## src/rtl/ppsTimePkg.sv

```systemverilog
package ppsTimePkg;
  typedef struct packed {
    logic loadSec;
    logic loadCyc;
    logic adjust;
  } ppsStrobeT;

  localparam logic [2:0] ADDR_CTRL   = 3'd0;
  localparam logic [2:0] ADDR_EXT    = 3'd1;
  localparam logic [2:0] ADDR_STG_LO = 3'd2;
  localparam logic [2:0] ADDR_STG_HI = 3'd3;
  localparam logic [2:0] ADDR_STG_CY = 3'd4;
  localparam logic [2:0] ADDR_CUR_LO = 3'd5;
  localparam logic [2:0] ADDR_CUR_HI = 3'd6;
  localparam logic [2:0] ADDR_CUR_CY = 3'd7;
endpackage

```

## src/rtl/ppsCtrl.sv

```systemverilog
module ppsCtrl
  import ppsTimePkg::*;
#(
  parameter int SEC_W = 40,
  parameter int CYC_W = 28,
  parameter int PW_W  = 8
) (
  input  logic             clk,
  input  logic             rstN,
  input  logic             wrEn,
  input  logic             rdEn,
  input  logic [2:0]       addr,
  input  logic [31:0]      wrData,
  output logic [31:0]      rdData,
  input  logic [SEC_W-1:0] secNow,
  input  logic [CYC_W-1:0] cycNow,
  output ppsStrobeT        stb,
  output logic [SEC_W-1:0] stageSec,
  output logic [CYC_W-1:0] stageCyc,
  output logic [PW_W-1:0]  pulseWidth,
  output logic             cntEn,
  output logic             ppsValid,
  output logic             timeValidR
);
  localparam int HI_W = SEC_W - 32;

  logic reqLoadAll, reqAdj, reqLoadSec, reqLoadCyc;
  logic anyLoad, wrCtrl, wrExt;
  logic [31:0] rdMux;

  assign wrCtrl  = wrEn && (addr == ADDR_CTRL);
  assign wrExt   = wrEn && (addr == ADDR_EXT);
  assign anyLoad = reqLoadAll || reqLoadSec || reqLoadCyc;

  // loads win; a pending adjust waits one clock behind them
  always_comb begin
    stb.loadSec = reqLoadAll || reqLoadSec;
    stb.loadCyc = reqLoadAll || reqLoadCyc;
    stb.adjust  = reqAdj && !anyLoad;
  end

  always_ff @(posedge clk) begin
    if (!rstN) begin
      cntEn      <= 1'b0;
      pulseWidth <= '0;
      reqLoadAll <= 1'b0;
      reqAdj     <= 1'b0;
      reqLoadSec <= 1'b0;
      reqLoadCyc <= 1'b0;
      ppsValid   <= 1'b0;
      timeValidR <= 1'b0;
      stageSec   <= '0;
      stageCyc   <= '0;
    end else begin
      reqLoadAll <= (reqLoadAll && !anyLoad) || (wrCtrl && wrData[1]);
      reqLoadSec <= (reqLoadSec && !anyLoad) || (wrExt && wrData[0]);
      reqLoadCyc <= (reqLoadCyc && !anyLoad) || (wrExt && wrData[1]);
      reqAdj     <= (reqAdj && !stb.adjust) || (wrCtrl && wrData[2]);
      if (wrCtrl) begin
        cntEn      <= wrData[0];
        pulseWidth <= wrData[8 +: PW_W];
      end
      if (wrExt) begin
        ppsValid   <= wrData[2];
        timeValidR <= wrData[3];
      end
      if (wrEn && addr == ADDR_STG_LO) stageSec[31:0]      <= wrData;
      if (wrEn && addr == ADDR_STG_HI) stageSec[SEC_W-1:32] <= wrData[HI_W-1:0];
      if (wrEn && addr == ADDR_STG_CY) stageCyc            <= wrData[CYC_W-1:0];
    end
  end

  always_comb begin
    rdMux = '0;
    case (addr)
      ADDR_CTRL: begin
        rdMux[0]         = cntEn;
        rdMux[1]         = reqLoadAll;
        rdMux[2]         = reqAdj;
        rdMux[8 +: PW_W] = pulseWidth;
      end
      ADDR_EXT: begin
        rdMux[0] = reqLoadSec;
        rdMux[1] = reqLoadCyc;
        rdMux[2] = ppsValid;
        rdMux[3] = timeValidR;
      end
      ADDR_STG_LO: rdMux             = stageSec[31:0];
      ADDR_STG_HI: rdMux[HI_W-1:0]   = stageSec[SEC_W-1:32];
      ADDR_STG_CY: rdMux[CYC_W-1:0]  = stageCyc;
      ADDR_CUR_LO: rdMux             = secNow[31:0];
      ADDR_CUR_HI: rdMux[HI_W-1:0]   = secNow[SEC_W-1:32];
      default:     rdMux[CYC_W-1:0]  = cycNow;
    endcase
  end

  always_ff @(posedge clk) begin
    if (!rstN)     rdData <= '0;
    else if (rdEn) rdData <= rdMux;
  end

  // an adjust that is issued clears its request unless software sets it again
  a_r6_adjust_clears: assert property (@(posedge clk) disable iff (!rstN)
    (stb.adjust && !(wrCtrl && wrData[2])) |=> !reqAdj);

  // an adjust waiting behind a load stays pending
  a_r8_adjust_waits: assert property (@(posedge clk) disable iff (!rstN)
    (reqAdj && anyLoad) |=> reqAdj);
endmodule

```

## src/rtl/ppsDatapath.sv

```systemverilog
module ppsDatapath
  import ppsTimePkg::*;
#(
  parameter int CYCLES_PER_SEC = 125000000,
  parameter int SEC_W = 40,
  parameter int CYC_W = 28,
  parameter int PW_W  = 8
) (
  input  logic             clk,
  input  logic             rstN,
  input  logic             cntEn,
  input  ppsStrobeT        stb,
  input  logic [SEC_W-1:0] stageSec,
  input  logic [CYC_W-1:0] stageCyc,
  input  logic [PW_W-1:0]  pulseWidth,
  input  logic             ppsEn,
  output logic [SEC_W-1:0] secCnt,
  output logic [CYC_W-1:0] cycCnt,
  output logic             ppsOut
);
  localparam int SUM_W = CYC_W + 2;
  localparam logic [CYC_W-1:0] LAST_CYC = CYC_W'(CYCLES_PER_SEC - 1);
  localparam logic signed [SUM_W-1:0] CPS_S = SUM_W'(CYCLES_PER_SEC);

  logic natWrap;
  logic [CYC_W-1:0] cycNext;
  logic [SEC_W-1:0] secNext;
  logic signed [SUM_W-1:0] sumS, adjCyc;
  logic [SEC_W-1:0] carry, adjSec;
  logic [PW_W-1:0] pulseCnt;
  logic pulseActive;

  assign natWrap = cntEn && (cycCnt == LAST_CYC);
  assign cycNext = natWrap ? '0 : cycCnt + CYC_W'(cntEn);
  assign secNext = natWrap ? secCnt + SEC_W'(1) : secCnt;

  // signed offset applied on top of this clock's count step
  always_comb begin
    sumS = $signed({2'b00, cycCnt}) + $signed(SUM_W'(cntEn))
         + $signed({{2{stageCyc[CYC_W-1]}}, stageCyc});
    if (sumS >= CPS_S) begin
      adjCyc = sumS - CPS_S;
      carry  = SEC_W'(1);
    end else if (sumS < 0) begin
      adjCyc = sumS + CPS_S;
      carry  = {SEC_W{1'b1}};
    end else begin
      adjCyc = sumS;
      carry  = '0;
    end
    adjSec = secCnt + stageSec + carry;
  end

  always_ff @(posedge clk) begin
    if (!rstN) begin
      secCnt <= '0;
      cycCnt <= '0;
    end else if (stb.loadSec || stb.loadCyc) begin
      secCnt <= stb.loadSec ? stageSec : secNext;
      cycCnt <= stb.loadCyc ? stageCyc : cycNext;
    end else if (stb.adjust) begin
      secCnt <= adjSec;
      cycCnt <= adjCyc[CYC_W-1:0];
    end else begin
      secCnt <= secNext;
      cycCnt <= cycNext;
    end
  end

  always_ff @(posedge clk) begin
    if (!rstN)
      pulseCnt <= '0;
    else if (natWrap && !stb.loadCyc && !stb.adjust)
      pulseCnt <= pulseWidth;
    else if (pulseCnt != '0)
      pulseCnt <= pulseCnt - PW_W'(1);
  end

  assign pulseActive = (pulseCnt != '0);
  assign ppsOut      = ppsEn && pulseActive;

  // plain rollover clears the cycles and steps the seconds
  a_r3_wrap: assert property (@(posedge clk) disable iff (!rstN)
    (natWrap && stb == '0) |=> (cycCnt == '0 && secCnt == $past(secCnt) + SEC_W'(1)));

  // with counting off and no request both counters hold
  a_r2_hold: assert property (@(posedge clk) disable iff (!rstN)
    (!cntEn && stb == '0) |=> ($stable(cycCnt) && $stable(secCnt)));

  // a pulse only begins at the start of a second
  a_r10_pulse_start: assert property (@(posedge clk) disable iff (!rstN)
    $rose(pulseActive) |-> (cycCnt == '0));

  // a cycle load lands the staged value
  a_r5_load_cyc: assert property (@(posedge clk) disable iff (!rstN)
    stb.loadCyc |=> (cycCnt == $past(stageCyc)));
endmodule

```

## src/rtl/ppsTimeCounter.sv

```systemverilog
module ppsTimeCounter
  import ppsTimePkg::*;
#(
  parameter int CYCLES_PER_SEC = 125000000,
  parameter int SEC_W = 40,
  parameter int CYC_W = 28,
  parameter int PW_W  = 8
) (
  input  logic        clk,
  input  logic        rstN,
  input  logic        wrEn,
  input  logic        rdEn,
  input  logic [2:0]  addr,
  input  logic [31:0] wrData,
  output logic [31:0] rdData,
  output logic        ppsOut,
  output logic        timeValid
);
  ppsStrobeT        stb;
  logic [SEC_W-1:0] stageSec, secCnt;
  logic [CYC_W-1:0] stageCyc, cycCnt;
  logic [PW_W-1:0]  pulseWidth;
  logic             cntEn, ppsValid;

  ppsCtrl #(.SEC_W(SEC_W), .CYC_W(CYC_W), .PW_W(PW_W)) uCtrl (
    .clk(clk), .rstN(rstN), .wrEn(wrEn), .rdEn(rdEn), .addr(addr),
    .wrData(wrData), .rdData(rdData), .secNow(secCnt), .cycNow(cycCnt),
    .stb(stb), .stageSec(stageSec), .stageCyc(stageCyc),
    .pulseWidth(pulseWidth), .cntEn(cntEn), .ppsValid(ppsValid),
    .timeValidR(timeValid)
  );

  ppsDatapath #(.CYCLES_PER_SEC(CYCLES_PER_SEC), .SEC_W(SEC_W),
                .CYC_W(CYC_W), .PW_W(PW_W)) uData (
    .clk(clk), .rstN(rstN), .cntEn(cntEn), .stb(stb),
    .stageSec(stageSec), .stageCyc(stageCyc), .pulseWidth(pulseWidth),
    .ppsEn(ppsValid), .secCnt(secCnt), .cycCnt(cycCnt), .ppsOut(ppsOut)
  );
endmodule

```

## config.mk

```make
export PLATFORM = sky130hd
export DESIGN_NAME = ppsTimeCounter
export DESIGN_NICKNAME = d
export VERILOG_FILES = /design/src/rtl/ppsTimePkg.sv /design/src/rtl/ppsCtrl.sv /design/src/rtl/ppsDatapath.sv /design/src/rtl/ppsTimeCounter.sv
export SDC_FILE = /design/constraint.sdc
export NUM_CORES = 1
export LEC_CHECK = 0
export BUFFER_PORTS_ARGS = -buffer_cell sky130_fd_sc_hd__clkbuf_2
export CAP_MARGIN = 30
export CORE_MARGIN = 3
export CORE_UTILIZATION = 55
export DETAILED_ROUTE_END_ITERATION = 6
export PLACE_DENSITY_LB_ADDON = 0.08
export SYNTH_ARGS = -nofsm -noshare
export SYNTH_HDL_FRONTEND = slang
export SYNTH_HIERARCHICAL = 1
export SYNTH_SLANG_ARGS = --single-unit
```

## constraint.sdc

```tcl
create_clock -name clk -period 21.2 [get_ports clk]
set_input_delay 1.06 -clock clk [delete_from_list [all_inputs] [get_ports clk]]
set_output_delay 1.06 -clock clk [all_outputs]
set_load 0.01 [all_outputs]
```

### Word-level counts from Yosys, hierarchy flattened

Cells that the tools add are included.

* order comparisons: 2
* add/subtract/negate cells: 9
* mux-type cells: 20
* equality and inequality tests: 7
* reduce and logical (&&, ||, !) cells: 35

Operators by type and width (count)
* $mux 40: 6
* $mux 28: 6
* $add 40x40->40: 2
* $pmux 12 s4: 1
* $add 40x1->40 const B: 1
* $pmux 8 s5: 1
* $add 30x28->30: 1
* $ge 30x28->1 const B: 1
* $lt 30x1->1 const B: 1
* $add 28x1->29: 1
* $add 28x1->28: 1
* $add 28x28->28 const B: 1
* $eq 28x27->1 const B: 1
* $sub 28x28->28 const B: 1
* $pmux 4 s6: 1
* $pmux 3 s7: 1
* $logic_and 1x1->1: 18
* $mux 8: 2
* $eq 3x3->1 const B: 3
* $logic_or 1x1->1: 8
* $pmux 4 s2: 1
* $reduce_bool 8->1: 1
* $sub 8x1->8 const B: 1
* $pmux 1 s7: 1
* 8 further kinds: 11

* register bits: 191
* output and inout port bits: 34
* bits of input ports: 39
* logic and storage cells: 88

### Longest topological paths before layout

Gate-level depths: netlist of run 1.

* word-level depth: 8
* mapped depth: 37
* mapped depth without buffers: 35

### Hierarchy

The synthesis of run 1 kept the hierarchy.

Modules (own cells, without submodules)
* ppsDatapath: instances 1, area an instance 10313.6 µm², sequential area each 1521.5 µm², cells an instance 1349
* ppsCtrl: instances 1, area an instance 5153.7 µm², sequential area each 2302.2 µm², cells an instance 638

### Worst setup path before layout of run 1

No wires, ideal clock.

* kind: register to register
* start: register uData.cycCnt[1]
* end: register uData.secCnt[36]
* path buffers: 2
* arrival: 8.900 ns
* stages on the path, launching flop included: 31
* clock period less this slack: 9.017 ns
* path slack: 12.183 ns
* required time: 21.083 ns
* setup time: 0.117 ns
* path through: dfxtp_1 > and4_1 > and3_1 > clkbuf_1 > nand2_1 > or3_1 > nor2_1 > xnor2_1 > ha_1 > a21oi_1 > o21ai_0 > nor3_1 > a31oi_1 > a2111o_1 > o211a_1 > inv_1 > buf_1 > fa_1 > ha_1 > a21o_1 > a21o_1 > a2111oi_1 > o21bai_1 > a31o_2 > a31o_1 > a41o_1 > o41a_1 > a211o_1 > nand2_1 > nand3_1 > a32o_1

* cells in the longest elaborated chain, start to end: 8
* elaborated cells between the ends (all ways): 13
* those cells by class: 3 x add/sub; 2 x order compare; 1 x eq/ne; 6 x mux; 1 x reduce/logical

RTL lines
* start, declared: RTL line ppsDatapath.sv:18 `output logic [CYC_W-1:0] cycCnt,`
* start signal, assigned: RTL line ppsDatapath.sv:60 `cycCnt <= stb.loadCyc ? stageCyc : cycNext;`
* start signal, assigned: RTL line ppsDatapath.sv:63 `cycCnt <= adjCyc[CYC_W-1:0];`
* start signal, assigned: RTL line ppsDatapath.sv:66 `cycCnt <= cycNext;`
* $add 28x1->29: RTL line ppsDatapath.sv:39 `sumS = $signed({2'b00, cycCnt}) + $signed(SUM_W'(cntEn))`
* $add 30x28->30: RTL line ppsDatapath.sv:40 `+ $signed({{2{stageCyc[CYC_W-1]}}, stageCyc});`
* $lt 30x1->1: RTL line ppsDatapath.sv:44 `end else if (sumS < 0) begin`
* $mux 40: RTL line ppsDatapath.sv:44
* $mux 40: RTL line ppsDatapath.sv:41 `if (sumS >= CPS_S) begin`
* $add 40x40->40: RTL line ppsDatapath.sv:51 `adjSec = secCnt + stageSec + carry;`
* $mux 40: RTL line ppsDatapath.sv:61 `end else if (stb.adjust) begin`
* $mux 40 *: RTL line ppsDatapath.sv:58 `end else if (stb.loadSec || stb.loadCyc) begin`
* end signal, assigned: RTL line ppsDatapath.sv:59 `secCnt <= stb.loadSec ? stageSec : secNext;`
* end signal, assigned: RTL line ppsDatapath.sv:62 `secCnt <= adjSec;`
* end signal, assigned: RTL line ppsDatapath.sv:65 `secCnt <= secNext;`
* end, declared: RTL line ppsDatapath.sv:17 `output logic [SEC_W-1:0] secCnt,`

Mark *: on every way between the ends. The rest lies on a longest branch, timed or not.
A chain may end at the register's enable or synchronous reset.

### Worst setup path in the final report of run 1

Ends and elaborated chain as after synthesis.

==> results.json, run 1 <==
{
  "setup_tns_ns": 0,
  "grtUsageTotal": 0.348,
  "grt_pass1_wl_mm": 83.6,
  "port_buffers": 72,
  "cts_tree": "yes",
  "multiInputGateArea_um2": 10900,
  "syn2layout_area_growth_pct": 6.81,
  "clkTransAtPathRegs_ns": 0.08,
  "place_area_um2": 16000,
  "holdBufCountCts": 0,
  "critPathMaxFanout": 37,
  "slowest_delay_ns": 0.70,
  "async_reset_ff_frac": 0,
  "yosysWarnings": 6,
  "leakage_nw": 6.73,
  "fin_util": 0.605,
  "post_drt_wl_per_cell_um": 22.9,
  "grt_antenna_before_repair": 1,
  "p_per_area_nw_per_um2": 52.9,
  "start_util": 0.566,
  "synthCells": 1987,
  "yosysUniqueCellTypes": 92,
  "rows": 60,
  "postCtsSetupRepairBufs": 0,
  "vias": 15712,
  "fin_ws_ns": 11.71,
  "outcome": "completed",
  "cts_buffer_depth": 2,
  "die_y_um": 174,
  "avgSynthCellArea_um2": 7.78,
  "tightest_slew_ns": 1.03,
  "cts_resized": 0,
  "finalHoldViolCount": 0,
  "critPathTopFamily": "compound AO/OA/AOI/OAI gates",
  "drt_pre_antenna_iters": 7,
  "final.period_utilization": 0.447,
  "io_pins": 73,
  "ant_nets": 0,
  "final_cells": 2372,
  "path_class": "reg -> reg",
  "hold_class": "reg -> reg",
  "cts_max_level": 4,
  "hpwl_mm": 40.7,
  "drt-initial-drc-count": 2053,
  "netlist_area_um2": 15500,
  "period_needed_ns": 9.49,
  "design_area_um2": 16500,
  "n_antenna_cell": 0,
  "vdd_ir_drop_max_uv": 48.3,
  "place_inst": 2340,
  "yosys_register_bits": 191,
  "worstPathArrival_ns": 9.81,
  "drv_slew": 0,
  "cts_inserted_buffers": 17,
  "final.setup_skew_ns": 0.0134,
  "nets": 2145,
  "grt_remaining_overflow": 0,
  "synthFlopType": "dfxtp_1",
  "max_slew_margin": 0.313,
  "die_area_um2": 30200,
  "fmax_mhz": 105,
  "dpl_worst_slack_ns": 12.02,
  "cts_sinks": 191,
  "gp_congestion": 0.977,
  "cp_num_buf_inv": 4,
  "cap_violations": 0,
  "drc": 0,
  "yosys.area.top_type": "dfxtp_1",
  "worst_skew_pair.late_latency_ns": 0.45,
  "grt_pass1_vias": 14620,
  "synth-edff-count": 0,
  "core_area_um2": 27300,
  "synth_top_area_share": 0.247,
  "vias_per_cell": 6.62,
  "worstSetupEndpointType": "flop",
  "drive_gt1_frac": 0.0840,
  "regArea_um2": 3820,
  "seq_area_frac_synth": 0.247,
  "grt_max_degree": 83,
  "synth_fp_nets": 2145,
  "crit_path_top_delay_cell": "a2111oi_1",
  "cts_root_buf": "clkbuf_16",
  "finalSetupViolations": 0,
  "required_ns": 21.53,
  "nFillCells": 2608,
  "die_width_um": 174,
  "rsz0062_at_grt": "no",
  "rrSetupSlack_ns": 11.71,
  "synth_area_leaders": "dfxtp_1 25%, nand2_1 7.0%, ha_1 6.3%",
  "finalWirelength_mm": 54.3,
  "cp-start-kind": "flop",
  "cp_common_cell": "nand2_1"
}
-- worst min-delay path, delay by kind of cell (launching register included) --
family	cells	cell delay [ns]
flip-flops	1	0.32
AND/OR/NAND/NOR	1	0.05
AO/OA/AOI/OAI	1	0.05
-- synth_stat cells, drive strengths merged, types with 14 or more instances --
| cell type | instances |
|---|---|
| nor3 | 36 |
| dfxtp | 191 |
| a22oi | 17 |
| and2 | 17 |
| nand3 | 63 |
| buf | 48 |
| nor2 | 186 |
| xor2 | 51 |
| fa | 41 |
| or3 | 20 |
| nand4 | 23 |
| o2bb2ai | 16 |
| a21o | 38 |
| and3 | 26 |
| inv | 48 |
| xnor2 | 84 |
| mux2i | 33 |
| clkbuf | 63 |
| ha | 78 |
| o21a | 19 |
| a211oi | 34 |
| a221oi | 32 |
| mux2 | 14 |
| o211ai | 19 |
| nand2 | 289 |
| a222oi | 23 |
| o21ai | 108 |
| a21oi | 174 |
-- final timing paths --
kind	depth (start not counted)	endpoint	from
max reg2reg	31	uData/secCnt[36]$_SDFF_PN0_	uData/cycCnt[1]$_SDFF_PN0_
min	2	uCtrl/rdData[4]$_SDFFE_PN0P_	uCtrl/rdData[4]$_SDFFE_PN0P_
max	31	uData/secCnt[36]$_SDFF_PN0_	uData/cycCnt[1]$_SDFF_PN0_
min reg2reg	2	uCtrl/rdData[4]$_SDFFE_PN0P_	uCtrl/rdData[4]$_SDFFE_PN0P_
-- per-stage QoR --
step                hold slack (ns)  power [mW]
floorplan                     0.446       0.511
global placement              0.450       0.555
detailed placement            0.457       0.558
CTS                           0.467       0.873
global route                  0.497       0.909
finish                        0.465       0.874
-- cell families after synthesis --
logic type / share of synthesized area
flip-flops: 0.247
adder cells (fa/ha/maj): 0.116
AO/OA/AOI/OAI: 0.265
buffers and inverters: 0.0474
multiplexers: 0.0315
AND/OR/NAND/NOR: 0.215
XOR/XNOR: 0.0769
-- layout by cell type (no fill, tap or decap), types with 23 or more instances in the layout --
master	count
a211oi_1	32
a21o_1	38
a21oi_1	172
a221oi_1	32
a222oi_1	23
and3_1	26
clkbuf_2	72
dfxtp_1	191
fa_1	41
ha_1	78
inv_1	45
mux2i_1	33
nand2_1	289
nand3_1	62
nand4_1	23
nor2_1	183
nor3_1	35
o21ai_0	97
xnor2_1	83
xor2_1	51
-- layout make-up --
cell class,count,share of cell area
Clock inverter,13,0.00826
Timing Repair Buffer,92,0.0321
Multi-Input combinational cell,1635,0.662
Sequential cell,191,0.231
Clock buffer,19,0.0262
Inverter,50,0.0114
Tap cell,372,0.0282
-- state kept, by name (all words and copies together) (netlist names), 8 cells and up --
name	count
uCtrl/pulseWidth	8
uCtrl/rdData	32
uCtrl/stageCyc	28
uCtrl/stageSec	40
uData/cycCnt	28
uData/pulseCnt	8
uData/secCnt	40
-- where the power goes --
group	switching, mW	internal [mW]	leakage [nW]
Combinational	0.103	0.0639	4.90
Sequential	0.0150	0.372	1.55
Clock	0.162	0.157	0.279
Total	0.280	0.594	6.73
-- routing by layer --
layer,wire length [um],global-route usage,share of wire,vias to the layer above
met5,16,0,0.00029,-
met4,2790,0.165,0.051,2
met3,4930,0.0594,0.091,173
met2,23900,0.541,0.44,837
met1,22700,0.470,0.42,7452
li1,-,-,-,7248
Note: power is estimated with default switching activity, not from simulation.
==> inputs of run 2 (changes only) <==
--- a/config.mk
+++ b/config.mk
@@ -5,6 +5,7 @@
 export SDC_FILE = /design/constraint.sdc
 export NUM_CORES = 1
 export LEC_CHECK = 0
+export ABC_AREA = 1
 export BUFFER_PORTS_ARGS = -buffer_cell sky130_fd_sc_hd__clkbuf_2
 export CAP_MARGIN = 30
 export CORE_MARGIN = 3
==> constraint.sdc (replaced) <==
create_clock -name clk -period 8.45 [get_ports clk]
set_input_delay 0.4225 -clock clk [delete_from_list [all_inputs] [get_ports clk]]
set_output_delay 0.4225 -clock clk [all_outputs]
set_load 0.01 [all_outputs]
==> run 2 against run 1 <==
- clock power grew to 2.7 times the previous value
- combinational power grew to 2.5 times the previous value
- die area grew 19%
- largest power group unchanged
- highest routed layer unchanged
- register-to-register slack lost 11 ns
- the run now ends with DRC left
- critical path type unchanged
==> results.json, run 2 <==
{
  "outcome": "complete, but fails checks",
  "violations": "DRC",
  "hold_class": "in -> reg",
  "rows": 66,
  "synth_top_area_share": 0.206,
  "required_ns": 8.81,
  "grt_pass1_wl_mm": 117,
  "regArea_um2": 3820,
  "drc": 14,
  "synthCells": 3057,
  "hpwl_mm": 60.0,
  "cts_tree": "yes",
  "n_antenna_cell": 0,
  "holdBufCountCts": 0,
  "post_drt_wl_per_cell_um": 22.0,
  "yosysUniqueCellTypes": 61,
  "fmax_mhz": 129,
  "period_needed_ns": 7.73,
  "netlist_area_um2": 18600,
  "synth-edff-count": 0,
  "vdd_ir_drop_max_uv": 147,
  "io_pins": 73,
  "die_area_um2": 36000,
  "layout_common_cells": "819 x nand2_1, 364 x inv_1, 323 x nor2_1",
  "grt_antenna_before_repair": 3,
  "drt_pre_antenna_iters": 7,
  "grtUsageTotal": 0.419,
  "place_area_um2": 19200,
  "synthFlopType": "dfxtp_1",
  "cts_max_level": 4,
  "drive_gt1_frac": 0.0791,
  "grt_max_degree": 58,
  "path_class": "reg -> reg",
  "cts_sinks": 191,
  "tightest_slew_ns": 1.06,
  "design_area_um2": 19800,
  "finalHoldViolCount": 0,
  "rsz0062_at_grt": "no",
  "nets": 3229,
  "crit_path_top_delay_cell": "dfxtp_1",
  "leakage_nw": 8.87,
  "slowest_delay_ns": 0.41,
  "syn2layout_area_growth_pct": 6.69,
  "synth_fp_nets": 3215,
  "core_area_um2": 32900,
  "yosysMostFrequentCell": "nand2_1",
  "yosys.area.top_type": "dfxtp_1",
  "nFillCells": 3289,
  "critPathMaxFanout": 13,
  "yosys_register_bits": 191,
  "cts_buffer_depth": 2,
  "drv_slew": 0,
  "cts_root_buf": "clkbuf_16",
  "worstSetupEndpointType": "flop",
  "finalSetupViolations": 0,
  "cts_inserted_buffers": 17,
  "max_slew_margin": 0.292,
  "seq_area_frac_synth": 0.206,
  "setup_tns_ns": 0,
  "clkTransAtPathRegs_ns": 0.08,
  "cp_common_cell": "nand2_1",
  "p_per_area_nw_per_um2": 114,
  "start_util": 0.565,
  "final_common_cell": "nand2_1",
  "top_regs": "uCtrl/stageSec (40), uData/secCnt (40), uCtrl/rdData (32)",
  "grt_remaining_overflow": 0,
  "ant_nets": 0,
  "worstPathArrival_ns": 8.09,
  "worst_skew_pair.late_latency_ns": 0.46,
  "cap_violations": 0,
  "final.setup_skew_ns": 0.0162,
  "vias": 22065,
  "drt-initial-drc-count": 2929,
  "finalWirelength_mm": 77.6,
  "async_reset_ff_frac": 0,
  "gp_congestion": 1.05,
  "yosysWarnings": 6,
  "die_y_um": 190,
  "port_buffers": 72,
  "synth_area_leaders": "dfxtp_1 21%, nand2_1 17%, inv_1 7.4%",
  "avgSynthCellArea_um2": 6.07,
  "final.period_utilization": 0.915,
  "grt_pass1_vias": 20596,
  "vias_per_cell": 6.26,
  "yosys-top-cells-count": "821 x nand2_1, 364 x inv_1, 329 x nor2_1",
  "postCtsSetupRepairBufs": 0,
  "die_width_um": 190,
  "multiInputGateArea_um2": 12800,
  "cp-start-kind": "flop"
}
==> run 2: cell count changes after synthesis, moves of 27 or more <==
cell / before / now
a221oi_1: 32 / 2
xnor2_1: 83 / 19
nand3_1: 63 / 170
mux2i_1: 33 / 0
a21o_1: 38 / 8
nor2_1: 184 / 329
a211oi_1: 32 / 2
inv_1: 46 / 364
a21oi_1: 173 / 225
nand2_1: 289 / 821
nand4_1: 23 / 75
a31oi_1: 10 / 42
nand2_2: 0 / 27
o21ai_0: 97 / 209
==> run 2: final cells by class <==
class,instances,area share
clock inverter,12,0.00733
multi-input combinational,2377,0.646
inverter,387,0.0739
timing repair buffer,97,0.0287
sequential,191,0.193
clock buffer,20,0.0231
tap,442,0.0279
==> run 2: cells by family after synthesis <==
group,after synthesis,synth area share
XOR/XNOR,94,0.0444
AO/OA/AOI/OAI,605,0.185
buffers and inverters,489,0.107
AND/OR/NAND/NOR,1559,0.361
flip-flops,191,0.206
adder cells (fa/ha/maj),119,0.0968
==> run 2: power by group <==
group | total [mW] | switching, mW | internal, mW | leakage [nW]
Combinational | 0.419 | 0.283 | 0.136 | 7.02
Sequential | 0.985 | 0.0476 | 0.937 | 1.55
Clock | 0.863 | 0.403 | 0.460 | 0.300
==> run 2: timing repair <==
action | in CTS | in global routing
endpoints found under the hold margin | 0 | 0
endpoints found under the setup margin | 0 | 8
resized for setup | 0 | 4
==> run 2: final timing paths <==
kind	startpoint	end	slack, ns	cells past startpoint
worst min-delay path	wrData[29]	uCtrl/stageSec[29]$_SDFFE_PN0P_	0.21	3
worst min register to register	uCtrl/pulseWidth[5]$_SDFFE_PN0P_	uCtrl/pulseWidth[5]$_SDFFE_PN0P_	0.47	2
worst max register to register	uCtrl/cntEn$_SDFFE_PN0P_	uData/secCnt[29]$_SDFF_PN0_	0.72	52
worst max-delay path	uCtrl/cntEn$_SDFFE_PN0P_	uData/secCnt[29]$_SDFF_PN0_	0.72	52
==> run 2: through the flow <==
step | worst slack (ns) | total power, mW | hold WS, ns | cells | util
after global placement | 0.713 | 1.39 | 0.452 | 3493 | 0.583
final | 0.719 | 2.27 | 0.206 | 3526 | 0.602
after global routing | 0.0562 | 2.34 | 0.210 | 3526 | 0.602
after CTS | 0.334 | 2.25 | 0.195 | 3526 | 0.602
after detailed placement | 0.377 | 1.41 | 0.455 | 3494 | 0.584
after floorplan | 1.81 | 1.28 | 0.436 | 3057 | -
==> run 2: critical path, delay by kind of cell, from the launching register on <==
kind,cells,cell delay (ns)
flops,1,0.41
fa+ha+maj,5,1.47
simple gates,29,3.79
buf+inv,11,0.96
compound gates,7,0.98
==> run 2: per-layer routing <==
metal	global-route usage	wire length, um	up-vias
li1	-	-	10101
met4	0.253	5210	6
met3	0.0916	8480	351
met1	0.512	29000	10167
met2	0.678	34800	1440
met5	0	34	-
